===== config.mk =====
export PLATFORM = sky130hd
export DESIGN_NAME = bklt_smb_regs
export DESIGN_NICKNAME = d
export VERILOG_FILES = /design/src/rtl/bklt_pkg.sv /design/src/rtl/bklt_ctrl.sv /design/src/rtl/bklt_dp.sv /design/src/rtl/bklt_smb_regs.sv
export SDC_FILE = /design/constraint.sdc
export NUM_CORES = 1
export LEC_CHECK = 0
export ABC_AREA = 1
export CAP_MARGIN = 20
export CORE_MARGIN = 1
export CORE_UTILIZATION = 64
export DETAILED_ROUTE_END_ITERATION = 7
export GPL_ROUTABILITY_DRIVEN = 1
export PLACE_DENSITY = 0.92
export SLEW_MARGIN = 5
export SYNTH_ARGS = -nofsm -noshare
export SYNTH_HDL_FRONTEND = slang
export SYNTH_HIERARCHICAL = 1
export SYNTH_SLANG_ARGS = --single-unit

===== constraint.sdc =====
create_clock -name clk -period 4.05 [get_ports clk]
set_input_delay 0.405 -clock clk [delete_from_list [all_inputs] [get_ports clk]]
set_output_delay 0.405 -clock clk [all_outputs]
set_load 0.02 [all_outputs]

===== src/rtl/bklt_pkg.sv =====
package bklt_pkg;
  localparam int DATA_W = 8;

  typedef enum logic [2:0] {
    ST_IDLE, ST_ADDR, ST_CMD, ST_DATA, ST_ACK, ST_RD, ST_RDACK, ST_WAIT
  } ctlState_t;

  typedef struct packed {
    logic              wrEn;
    logic              regSel;   // 0 contrast, 1 brightness
    logic [DATA_W-1:0] wrData;
  } regStrobe_t;
endpackage


===== src/rtl/bklt_ctrl.sv =====
module bklt_ctrl
  import bklt_pkg::*;
#(
  parameter logic [6:0] SLAVE_ADDR   = 7'b0101000,
  parameter logic [7:0] IDX_CONTRAST = 8'hA9,
  parameter logic [7:0] IDX_BRIGHT   = 8'hAA,
  parameter int         SYNC_STAGES  = 2
) (
  input  logic              clk,
  input  logic              rstN,
  input  logic              sclIn,
  input  logic              sdaIn,
  input  logic [DATA_W-1:0] rdData,
  output regStrobe_t        strb,
  output logic              sdaLow
);
  localparam int CNT_W = $clog2(DATA_W + 1);
  localparam int PIPE_W = SYNC_STAGES + 1;

  logic [PIPE_W-1:0] sclPipe, sdaPipe;
  logic sclS, sclD, sdaS, sdaD;
  logic sclRise, sclFall, startDet, stopDet;

  always_ff @(posedge clk or negedge rstN) begin
    if (!rstN) begin
      sclPipe <= '1;
      sdaPipe <= '1;
    end else begin
      sclPipe <= {sclPipe[PIPE_W-2:0], sclIn};
      sdaPipe <= {sdaPipe[PIPE_W-2:0], sdaIn};
    end
  end

  assign sclS = sclPipe[PIPE_W-2];
  assign sclD = sclPipe[PIPE_W-1];
  assign sdaS = sdaPipe[PIPE_W-2];
  assign sdaD = sdaPipe[PIPE_W-1];

  assign sclRise  = sclS & ~sclD;
  assign sclFall  = ~sclS & sclD;
  assign startDet = sclS & sclD & sdaD & ~sdaS;
  assign stopDet  = sclS & sclD & ~sdaD & sdaS;

  ctlState_t         state, afterAck;
  logic [DATA_W-1:0] shReg;
  logic [CNT_W-1:0]  bitCnt;
  logic              sdaLowR, haveIdx, regSelR, pendWrite, wrPulse, mAck;
  logic              addrHit, idxContrast, idxBright;

  assign addrHit     = (shReg[DATA_W-1:1] == SLAVE_ADDR);
  assign idxContrast = (shReg == IDX_CONTRAST);
  assign idxBright   = (shReg == IDX_BRIGHT);

  always_ff @(posedge clk or negedge rstN) begin
    if (!rstN) begin
      state     <= ST_IDLE;
      afterAck  <= ST_IDLE;
      shReg     <= '0;
      bitCnt    <= '0;
      sdaLowR   <= 1'b0;
      haveIdx   <= 1'b0;
      regSelR   <= 1'b0;
      pendWrite <= 1'b0;
      wrPulse   <= 1'b0;
      mAck      <= 1'b0;
    end else begin
      wrPulse <= 1'b0;
      if (startDet) begin
        state     <= ST_ADDR;
        bitCnt    <= '0;
        sdaLowR   <= 1'b0;
        pendWrite <= 1'b0;
      end else if (stopDet) begin
        state     <= ST_IDLE;
        sdaLowR   <= 1'b0;
        haveIdx   <= 1'b0;
        pendWrite <= 1'b0;
      end else begin
        case (state)
          ST_ADDR, ST_CMD, ST_DATA: begin
            if (sclRise && bitCnt < CNT_W'(DATA_W)) begin
              shReg  <= {shReg[DATA_W-2:0], sdaS};
              bitCnt <= bitCnt + 1'b1;
            end else if (sclFall && bitCnt == CNT_W'(DATA_W)) begin
              if (state == ST_ADDR) begin
                if (addrHit && (!shReg[0] || haveIdx)) begin
                  sdaLowR  <= 1'b1;
                  state    <= ST_ACK;
                  afterAck <= shReg[0] ? ST_RD : ST_CMD;
                end else begin
                  state <= ST_WAIT;
                end
              end else if (state == ST_CMD) begin
                if (idxContrast || idxBright) begin
                  sdaLowR  <= 1'b1;
                  state    <= ST_ACK;
                  afterAck <= ST_DATA;
                  regSelR  <= idxBright;
                  haveIdx  <= 1'b1;
                end else begin
                  haveIdx <= 1'b0;
                  state   <= ST_WAIT;
                end
              end else begin
                sdaLowR   <= 1'b1;
                state     <= ST_ACK;
                afterAck  <= ST_WAIT;
                pendWrite <= 1'b1;
              end
            end
          end
          ST_ACK: begin
            if (sclFall) begin
              bitCnt <= '0;
              state  <= afterAck;
              if (pendWrite) begin
                wrPulse   <= 1'b1;
                pendWrite <= 1'b0;
              end
              if (afterAck == ST_RD) begin
                shReg   <= rdData;
                sdaLowR <= ~rdData[DATA_W-1];
              end else begin
                sdaLowR <= 1'b0;
              end
            end
          end
          ST_RD: begin
            if (sclFall) begin
              if (bitCnt == CNT_W'(DATA_W - 1)) begin
                sdaLowR <= 1'b0;
                mAck    <= 1'b0;
                state   <= ST_RDACK;
              end else begin
                shReg   <= {shReg[DATA_W-2:0], 1'b0};
                sdaLowR <= ~shReg[DATA_W-2];
                bitCnt  <= bitCnt + 1'b1;
              end
            end
          end
          ST_RDACK: begin
            if (sclRise) begin
              mAck <= ~sdaS;
            end else if (sclFall) begin
              if (mAck) begin
                shReg   <= rdData;
                sdaLowR <= ~rdData[DATA_W-1];
                bitCnt  <= '0;
                state   <= ST_RD;
              end else begin
                state <= ST_WAIT;
              end
            end
          end
          default: ;
        endcase
      end
    end
  end

  assign strb   = '{wrEn: wrPulse, regSel: regSelR, wrData: shReg};
  assign sdaLow = sdaLowR;

  assert_start_abort_R7 : assert property (@(posedge clk) disable iff (!rstN)
    startDet |=> (state == ST_ADDR && !sdaLowR && !pendWrite));

  assert_stop_idle_R7 : assert property (@(posedge clk) disable iff (!rstN)
    stopDet |=> (state == ST_IDLE && !sdaLowR && !wrPulse));

  assert_sda_quiet_high_R9 : assert property (@(posedge clk) disable iff (!rstN)
    (sclS && sclD && !startDet && !stopDet) |=> $stable(sdaLowR));

  assert_single_strobe_R8 : assert property (@(posedge clk) disable iff (!rstN)
    wrPulse |=> !wrPulse);

  assert_read_needs_idx_R10 : assert property (@(posedge clk) disable iff (!rstN)
    (state == ST_ACK && afterAck == ST_RD) |-> haveIdx);
endmodule


===== src/rtl/bklt_dp.sv =====
module bklt_dp
  import bklt_pkg::*;
#(
  parameter int BRT_W = 5
) (
  input  logic              clk,
  input  logic              rstN,
  input  regStrobe_t        strb,
  output logic [DATA_W-1:0] rdData,
  output logic [DATA_W-1:0] contrastCode,
  output logic [BRT_W-1:0]  brightCode
);
  logic [DATA_W-1:0] contrastReg, brightReg;

  always_ff @(posedge clk or negedge rstN) begin
    if (!rstN) begin
      contrastReg <= '0;
      brightReg   <= '0;
    end else if (strb.wrEn) begin
      if (strb.regSel) brightReg   <= strb.wrData;
      else             contrastReg <= strb.wrData;
    end
  end

  assign rdData       = strb.regSel ? brightReg : contrastReg;
  assign contrastCode = contrastReg;
  assign brightCode   = brightReg[DATA_W-1 -: BRT_W];

  assert_regs_hold_R5 : assert property (@(posedge clk) disable iff (!rstN)
    !strb.wrEn |=> ($stable(contrastReg) && $stable(brightReg)));

  assert_one_reg_per_write_R3 : assert property (@(posedge clk) disable iff (!rstN)
    strb.wrEn |=> ($stable(contrastReg) || $stable(brightReg)));
endmodule


===== src/rtl/bklt_smb_regs.sv =====
module bklt_smb_regs
  import bklt_pkg::*;
#(
  parameter logic [6:0] SLAVE_ADDR   = 7'b0101000,
  parameter logic [7:0] IDX_CONTRAST = 8'hA9,
  parameter logic [7:0] IDX_BRIGHT   = 8'hAA,
  parameter int         SYNC_STAGES  = 2,
  parameter int         BRT_W        = 5
) (
  input  logic              clk,
  input  logic              rstN,
  input  logic              sclIn,
  input  logic              sdaIn,
  output logic              sdaLow,
  output logic [DATA_W-1:0] contrastCode,
  output logic [BRT_W-1:0]  brightCode
);
  regStrobe_t        strb;
  logic [DATA_W-1:0] rdData;

  bklt_ctrl #(
    .SLAVE_ADDR(SLAVE_ADDR), .IDX_CONTRAST(IDX_CONTRAST),
    .IDX_BRIGHT(IDX_BRIGHT), .SYNC_STAGES(SYNC_STAGES)
  ) u_ctrl (
    .clk(clk), .rstN(rstN), .sclIn(sclIn), .sdaIn(sdaIn),
    .rdData(rdData), .strb(strb), .sdaLow(sdaLow)
  );

  bklt_dp #(.BRT_W(BRT_W)) u_dp (
    .clk(clk), .rstN(rstN), .strb(strb), .rdData(rdData),
    .contrastCode(contrastCode), .brightCode(brightCode)
  );

  always_comb begin
    assert_reset_release_R1 : assert (rstN || !sdaLow);
  end
endmodule


==> results.py, run 1 <==
metrics = {
    "sta": {
        "slew_viol_final": 0,
        "fmax_mhz": 512.4,
        "min_period_ns": 1.952,
        "setup_viol": 0,
        "skew_ns": 0.005861,
        "final_hold_viol_count": 0,
        "rsz0062_at_grt": "no",
        "setup_tns_ns": 0,
        "setup_ws_ns": 2.098,
        "worst_pin_slew_ns": 0.7606,
        "max_slew_margin_pct": 49.29,
        "fin_crit_sh_pct": 48.19,
    },
    "global_route": {
        "antenna_found_initial": 0,
        "grtUsageTotal_pct": 30.88,
        "grt_pass1_wl_mm": 10.35,
        "grt_max_degree": 47,
        "grt_pass1_vias": 2291,
        "grt_overflow_total": 0,
    },
    "route": {
        "finalWirelength_mm": 6.212,
        "route.detailed.drc": 0,
        "firstDrtPassIters": 7,
        "wl_per_cell_um": 13.90,
        "drt_iter0_drc": 318,
        "vias": 2499,
        "post_drt_via_cell_ratio": 5.591,
        "drtAntennaViolNets": 0,
    },
    "clock_tree": {
        "hold_buffers": 0,
        "clkTransAtPathRegs_ns": 0.09,
        "cts_buffers": 5,
        "cts-resized-gates": 0,
        "cts_setup_buffers": 0,
        "cts-root-buf": "clkbuf_8",
        "clockBufferDepth": 2,
        "worstSkewPairLatency_ns": 0.30,
        "numClockSinks": 46,
        "h-tree-depth": 2,
        "tritoncts": "done",
    },
    "synthesis": {
        "synth_edf_count": 0,
        "yosysUniqueCellTypes": 33,
        "synthArstFlopShare_pct": 100.0,
        "yosysSeqAreaShare_pct": 41.84,
        "yosys_warnings": 6,
        "syn_avg_cell_area_um2": 7.173,
        "synthCells": 386,
        "netlist_area_um2": 2769,
        "synthFlopType": "dfrtp_1",
        "synth_seq_cells": 46,
        "synth_fp_nets": 392,
    },
    "run": {
        "maxCapViolations": 0,
    },
    "placed_design": {
        "place_hpwl_mm": 4.413,
        "port_buffers": 17,
        "place_area_um2": 2868,
        "dp.cells": 438,
        "place_ws_ns": 2.144,
        "gp_congestion": 0.9506,
    },
    "finish": {
        "area_delta_synth_final_pct": 7.727,
        "instances_no_fill": 447,
        "n_fill_cell": 316,
        "num-nets-final": 402,
        "final_cell_area_um2": 2983,
        "drive_above_1_share_pct": 9.572,
        "n_antenna_cell": 0,
    },
    "setup_path": {
        "cp_max_fo": 9,
        "cp.required_ns": 4.25,
        "crit_path_end_kind": "register",
        "startpoint_type": "register",
        "path_class": "register to register",
        "worstPathArrival_ns": 2.15,
    },
    "power": {
        "peakVddDrop_v": 0.0004491,
        "p_leak_nw": 1.574,
        "total_power_mw": 1.991,
        "power_density_nw_per_um2": 667.5,
    },
    "outcome": {
        "status": "complete, no violations",
    },
    "floorplanning": {
        "io_pins": 18,
        "die_h_um": 67.78,
        "die_width_um": 67.78,
        "die-area_um2": 4593,
        "start_util_pct": 67.76,
        "coreArea_um2": 4086,
        "rows": 23,
    },
    "worst_hold_path": {
        "min_path_type": "primary input to async pin",
    },
}
[Yosys cell counts, drive strengths merged, types with 2 or more instances]
master | count | area [um2]
a21oi | 11 | 58.81
buf | 14 | 125.1
dfrtp | 40 | 1001
dfstp | 6 | 157.7
ha | 2 | 25.02
inv | 35 | 138.9
nand2 | 152 | 590.6
nand3 | 45 | 265.3
nand4 | 7 | 43.79
nor2 | 45 | 168.9
nor3 | 3 | 31.28
o21ai | 19 | 98.84
[final timing paths]
kind,start,endpoint,slack [ns],cells past startpoint
setup / recovery,u_ctrl/state[2],u_ctrl/shReg[0],2.10,9
hold / removal,rstN,u_dp/contrastCode[0],0.04,1
setup reg to reg,u_ctrl/state[2],u_ctrl/shReg[0],2.10,9
hold reg to reg,u_ctrl/sclPipe[0],u_ctrl/sclPipe[1],0.36,0
max in group asynchronous,rstN,u_ctrl/sclPipe[1],3.44,2
min in group clk,u_ctrl/sclPipe[0],u_ctrl/sclPipe[1],0.36,0
[worst max-delay path, cell delays in order, from the launching register on]
cell,delay (ns)
dfrtp_1,0.58
inv_2,0.07
o21ai_2,0.09
inv_2,0.12
nand2_1,0.11
inv_1,0.08
nor3_4,0.46
nand2_4,0.15
nand2_1,0.11
nand2_1,0.05
[logic make-up after synthesis]
group | synth area share, %
AOI/OAI and AO/OA | 6.417
xor gates and xnor gates | 0.3164
adders and majority gates | 0.9036
buffers and inverters | 9.670
DFF | 41.84
muxes | 0.3615
and+or+nand+nor | 40.49
[state kept, by name, indices dropped and copies added, names as in the netlist]
register	count
u_ctrl/shReg	8
u_dp/brightReg	8
u_dp/contrastCode	8
u_ctrl/bitCnt	4
u_ctrl/afterAck	3
u_ctrl/sclPipe	3
u_ctrl/sdaPipe	3
u_ctrl/state	3
u_ctrl/haveIdx	1
u_ctrl/mAck	1
u_ctrl/pendWrite	1
u_ctrl/regSelR	1
u_ctrl/sdaLow	1
u_ctrl/wrPulse	1
[report_power, final]
part           internal, mW  switching [mW]
combinational         0.329           0.664
sequential            0.569           0.136
clock                 0.137           0.157
total                  1.03           0.956
[through the flow]
stage	utilization [%]	hold WS [ns]
global placement	70.18	0.3466
CTS	72.50	0.3031
floorplan	-	0.1094
detailed placement	70.18	0.3485
global route	72.99	0.05748
finish	72.99	0.03902
[layout by cell type (no fill, tap or decap), drive strengths merged]
| master | instances |
|---|---|
| dfstp | 6 |
| or2 | 1 |
| a211oi | 1 |
| o21ai | 19 |
| clkinvlp | 1 |
| nand3b | 1 |
| nor3 | 3 |
| buf | 2 |
| clkbuf | 6 |
| nor2 | 45 |
| clkdlybuf4s50 | 16 |
| clkinv | 1 |
| a21oi | 11 |
| inv | 35 |
| dfrtp | 40 |
| nand4 | 7 |
| ha | 2 |
| nor3b | 1 |
| xor2 | 1 |
| nand2 | 152 |
| nand3 | 45 |
| mux2i | 1 |
[final cells by class]
type	count	area, um2	share of cell area, %
timing repair buffer	18	185.2	6.208
multi-input combinational	290	1343	45.01
sequential	46	1159	38.84
tap	50	62.56	2.097
inverter	35	138.9	4.656
clock buffer	6	82.58	2.768
clock inverter	2	12.51	0.4195
[routing by layer]
layer | track usage, % | wire length (um) | share of wire [%]
met4 | 11.72 | 108 | 1.7
met1 | 41.84 | 2875 | 46
met2 | 49.01 | 2788 | 45
met3 | 5.405 | 440 | 7.1
met5 | 0 | 0 | 0
No activity file was read; power rests on OpenSTA's default activity.
==> run 2: changes to the inputs <==
- CORE_UTILIZATION: 64 -> 59
- PLACE_DENSITY: 0.92 -> 0.87
- clock period: 4.05 -> 2 ns (I/O delays scaled with it)
==> run 2 against run 1 <==
The flow now finishes with violations (design-rule violations, negative hold slack). Critical path depth did not move. Sequential power rose by 100%. Final cell count rose by 1.6%.
==> results.py, run 2 (same netlist as run 1, synthesis figures left out) <==
metrics = {
    "power": {
        "p_clk_share_pct": 16.6,
        "combPwrFrac_pct": 49.0,
        "peakVddDrop_v": 0.0007498,
        "p_sw_mw": 1.927,
        "power_density_nw_per_um2": 1372,
        "p_leak_nw": 1.610,
        "swShare_pct": 46.17,
        "p_int_mw": 2.247,
        "p_seq_share_pct": 34.4,
    },
    "route": {
        "firstDrtPassIters": 8,
        "finalWirelength_mm": 6.144,
        "drt_iter0_drc": 281,
        "vias": 2537,
        "wl_per_cell_um": 13.53,
        "post_drt_via_cell_ratio": 5.588,
        "route.detailed.drc": 2,
        "drtAntennaViolNets": 0,
    },
    "global_route": {
        "grt_pass1_vias": 2256,
        "antenna_found_initial": 0,
        "grt_max_degree": 38,
        "grt_pass1_wl_mm": 10.40,
        "grtUsageTotal_pct": 26.70,
        "grt_overflow_total": 0,
    },
    "finish": {
        "n_antenna_cell": 0,
        "final_cell_mix": "148 x nand2_1, 44 x nor2_1, 40 x nand3_1, 40 x dfrtp_1, 28 x inv_1",
        "n_fill_cell": 394,
        "final_common_cell": "nand2_1",
        "area_delta_synth_final_pct": 9.896,
        "drive_above_1_share_pct": 10.95,
        "num-nets-final": 407,
        "instances_no_fill": 454,
    },
    "setup_path": {
        "worstPathArrival_ns": 2.02,
        "slowest_stage": "dfrtp_1",
        "cp_num_buf_inv": 3,
        "max_stage_delay_ns": 0.60,
        "crit_top_cell": "nand2_1",
        "worstReg2RegStart": "u_ctrl/state[2]",
        "cp.required_ns": 2.20,
        "crit_family": "simple AND/OR/NAND/NOR gates",
        "crit_chain": "inv_2 -> o21ai_2 -> inv_2 -> nand2_1 -> inv_1 -> nor3_4 -> nand2_4 -> nand2_1 -> nand2_1",
        "rr_worst_depth": 9,
        "path_class": "register to register",
        "reg2reg_to": "u_ctrl/shReg[5]",
        "crit_path_end_kind": "register",
        "cp_max_fo": 9,
        "rrSetupSlack_ns": 0.18,
        "startpoint_type": "register",
    },
    "sta": {
        "fin_crit_sh_pct": 90.93,
        "max_slew_margin_pct": 44.82,
        "fmax_mhz": 549.9,
        "final_hold_viol_count": 4,
        "slew_viol_final": 0,
        "skew_ns": 0.009669,
        "rsz0062_at_grt": "no",
        "setup_tns_ns": 0,
        "setup_viol": 0,
        "fin_hold_ws_ns": -0.005363,
        "worst_pin_slew_ns": 0.8277,
        "min_period_ns": 1.819,
    },
    "floorplanning": {
        "die-area_um2": 4971,
        "die_h_um": 70.51,
        "io_pins": 18,
        "start_util_pct": 62.30,
        "rows": 24,
        "coreArea_um2": 4444,
        "die_width_um": 70.51,
    },
    "outcome": {
        "failed_checks": "design-rule violations, negative hold slack",
        "status": "complete, but fails checks",
    },
    "clock_tree": {
        "clockBufferDepth": 2,
        "tritoncts": "done",
        "h-tree-depth": 2,
        "cts-root-buf": "clkbuf_8",
        "clkTransAtPathRegs_ns": 0.09,
        "cts_buffers": 5,
        "worstSkewPairLatency_ns": 0.30,
        "numClockSinks": 46,
        "cts_setup_buffers": 0,
    },
    "worst_hold_path": {
        "min_path_type": "primary input to async pin",
    },
    "placed_design": {
        "gp_congestion": 0.9510,
        "place_hpwl_mm": 4.465,
        "port_buffers": 17,
        "dp.cells": 446,
    },
    "run": {
        "maxCapViolations": 0,
    },
}
-- run 2: power groups by stage --
| stage | sequential, mW | clock, mW | combinational [mW] |
|---|---|---|---|
| after floorplan | 1.41 | 0 | 1.47 |
| after global placement | 1.43 | 0 | 1.96 |
| after detailed placement | 1.44 | 0 | 2.00 |
| after CTS | 1.43 | 0.713 | 2.01 |
| after global routing | 1.47 | 0.753 | 2.29 |
| final | 1.44 | 0.693 | 2.04 |
-- run 2: how the worst max path moves through the flow --
stage / startpoint / cells past startpoint / slack, ns / endpoint
floorplan: u_ctrl/sclPipe[2] / 7 / 0.39 / u_ctrl/shReg[1]
global route: u_ctrl/state[2] / 9 / 0.02 / u_ctrl/shReg[6]
detailed placement: u_ctrl/sclPipe[2] / 7 / 0.18 / u_ctrl/shReg[5]
CTS: u_ctrl/sclPipe[2] / 7 / 0.16 / u_ctrl/shReg[5]
global placement: u_ctrl/state[2] / 9 / 0.25 / u_ctrl/shReg[0]
finish: u_ctrl/state[2] / 9 / 0.18 / u_ctrl/shReg[5]
-- run 2: area by class of cell --
type                       instances  area [um2]  area share, %
timing repair buffer              23       222.7          7.319
tap                               52       65.06          2.138
inverter                          35       138.9          4.564
sequential                        46        1159          38.08
clock inverter                     3       43.79          1.439
clock buffer                       5       68.82          2.262
multi-input combinational        290        1345          44.20
-- run 2: stage by stage --
step	power (mW)	instance area (um2)	util, %	setup slack (ns)	hold slack [ns]
after floorplan	2.884	2769	-	0.3916	-0.09559
after global placement	3.396	2928	65.88	0.2453	0.3355
after detailed placement	3.444	2928	65.88	0.1814	0.3354
after CTS	4.157	3040	68.41	0.1638	0.001796
after global routing	4.514	3043	68.47	0.02488	0.05599
final	4.173	3043	68.47	0.1814	-0.005363
-- run 2: per-layer routing --
metal  global-route usage (%)  vias up  wire length [um]
li1                         -     1249                 -
met1                    39.68     1169              2850
met2                    39.37      108              2783
met3                    3.030       11               427
met4                    12.02        0                82
met5                        0        -                 0
-- run 2: repair_timing --
action / in CTS / in global routing
hold buffers: 0 / 0
endpoints found under the setup margin: 0 / 2
resized for setup: 0 / 1
==> run 3: changes to the inputs <==
- CTS_CLUSTER_DIAMETER: unset -> 120
==> results of run 3 <==
Same layout as run 2: the final DEF is identical, and so are final timing and power.
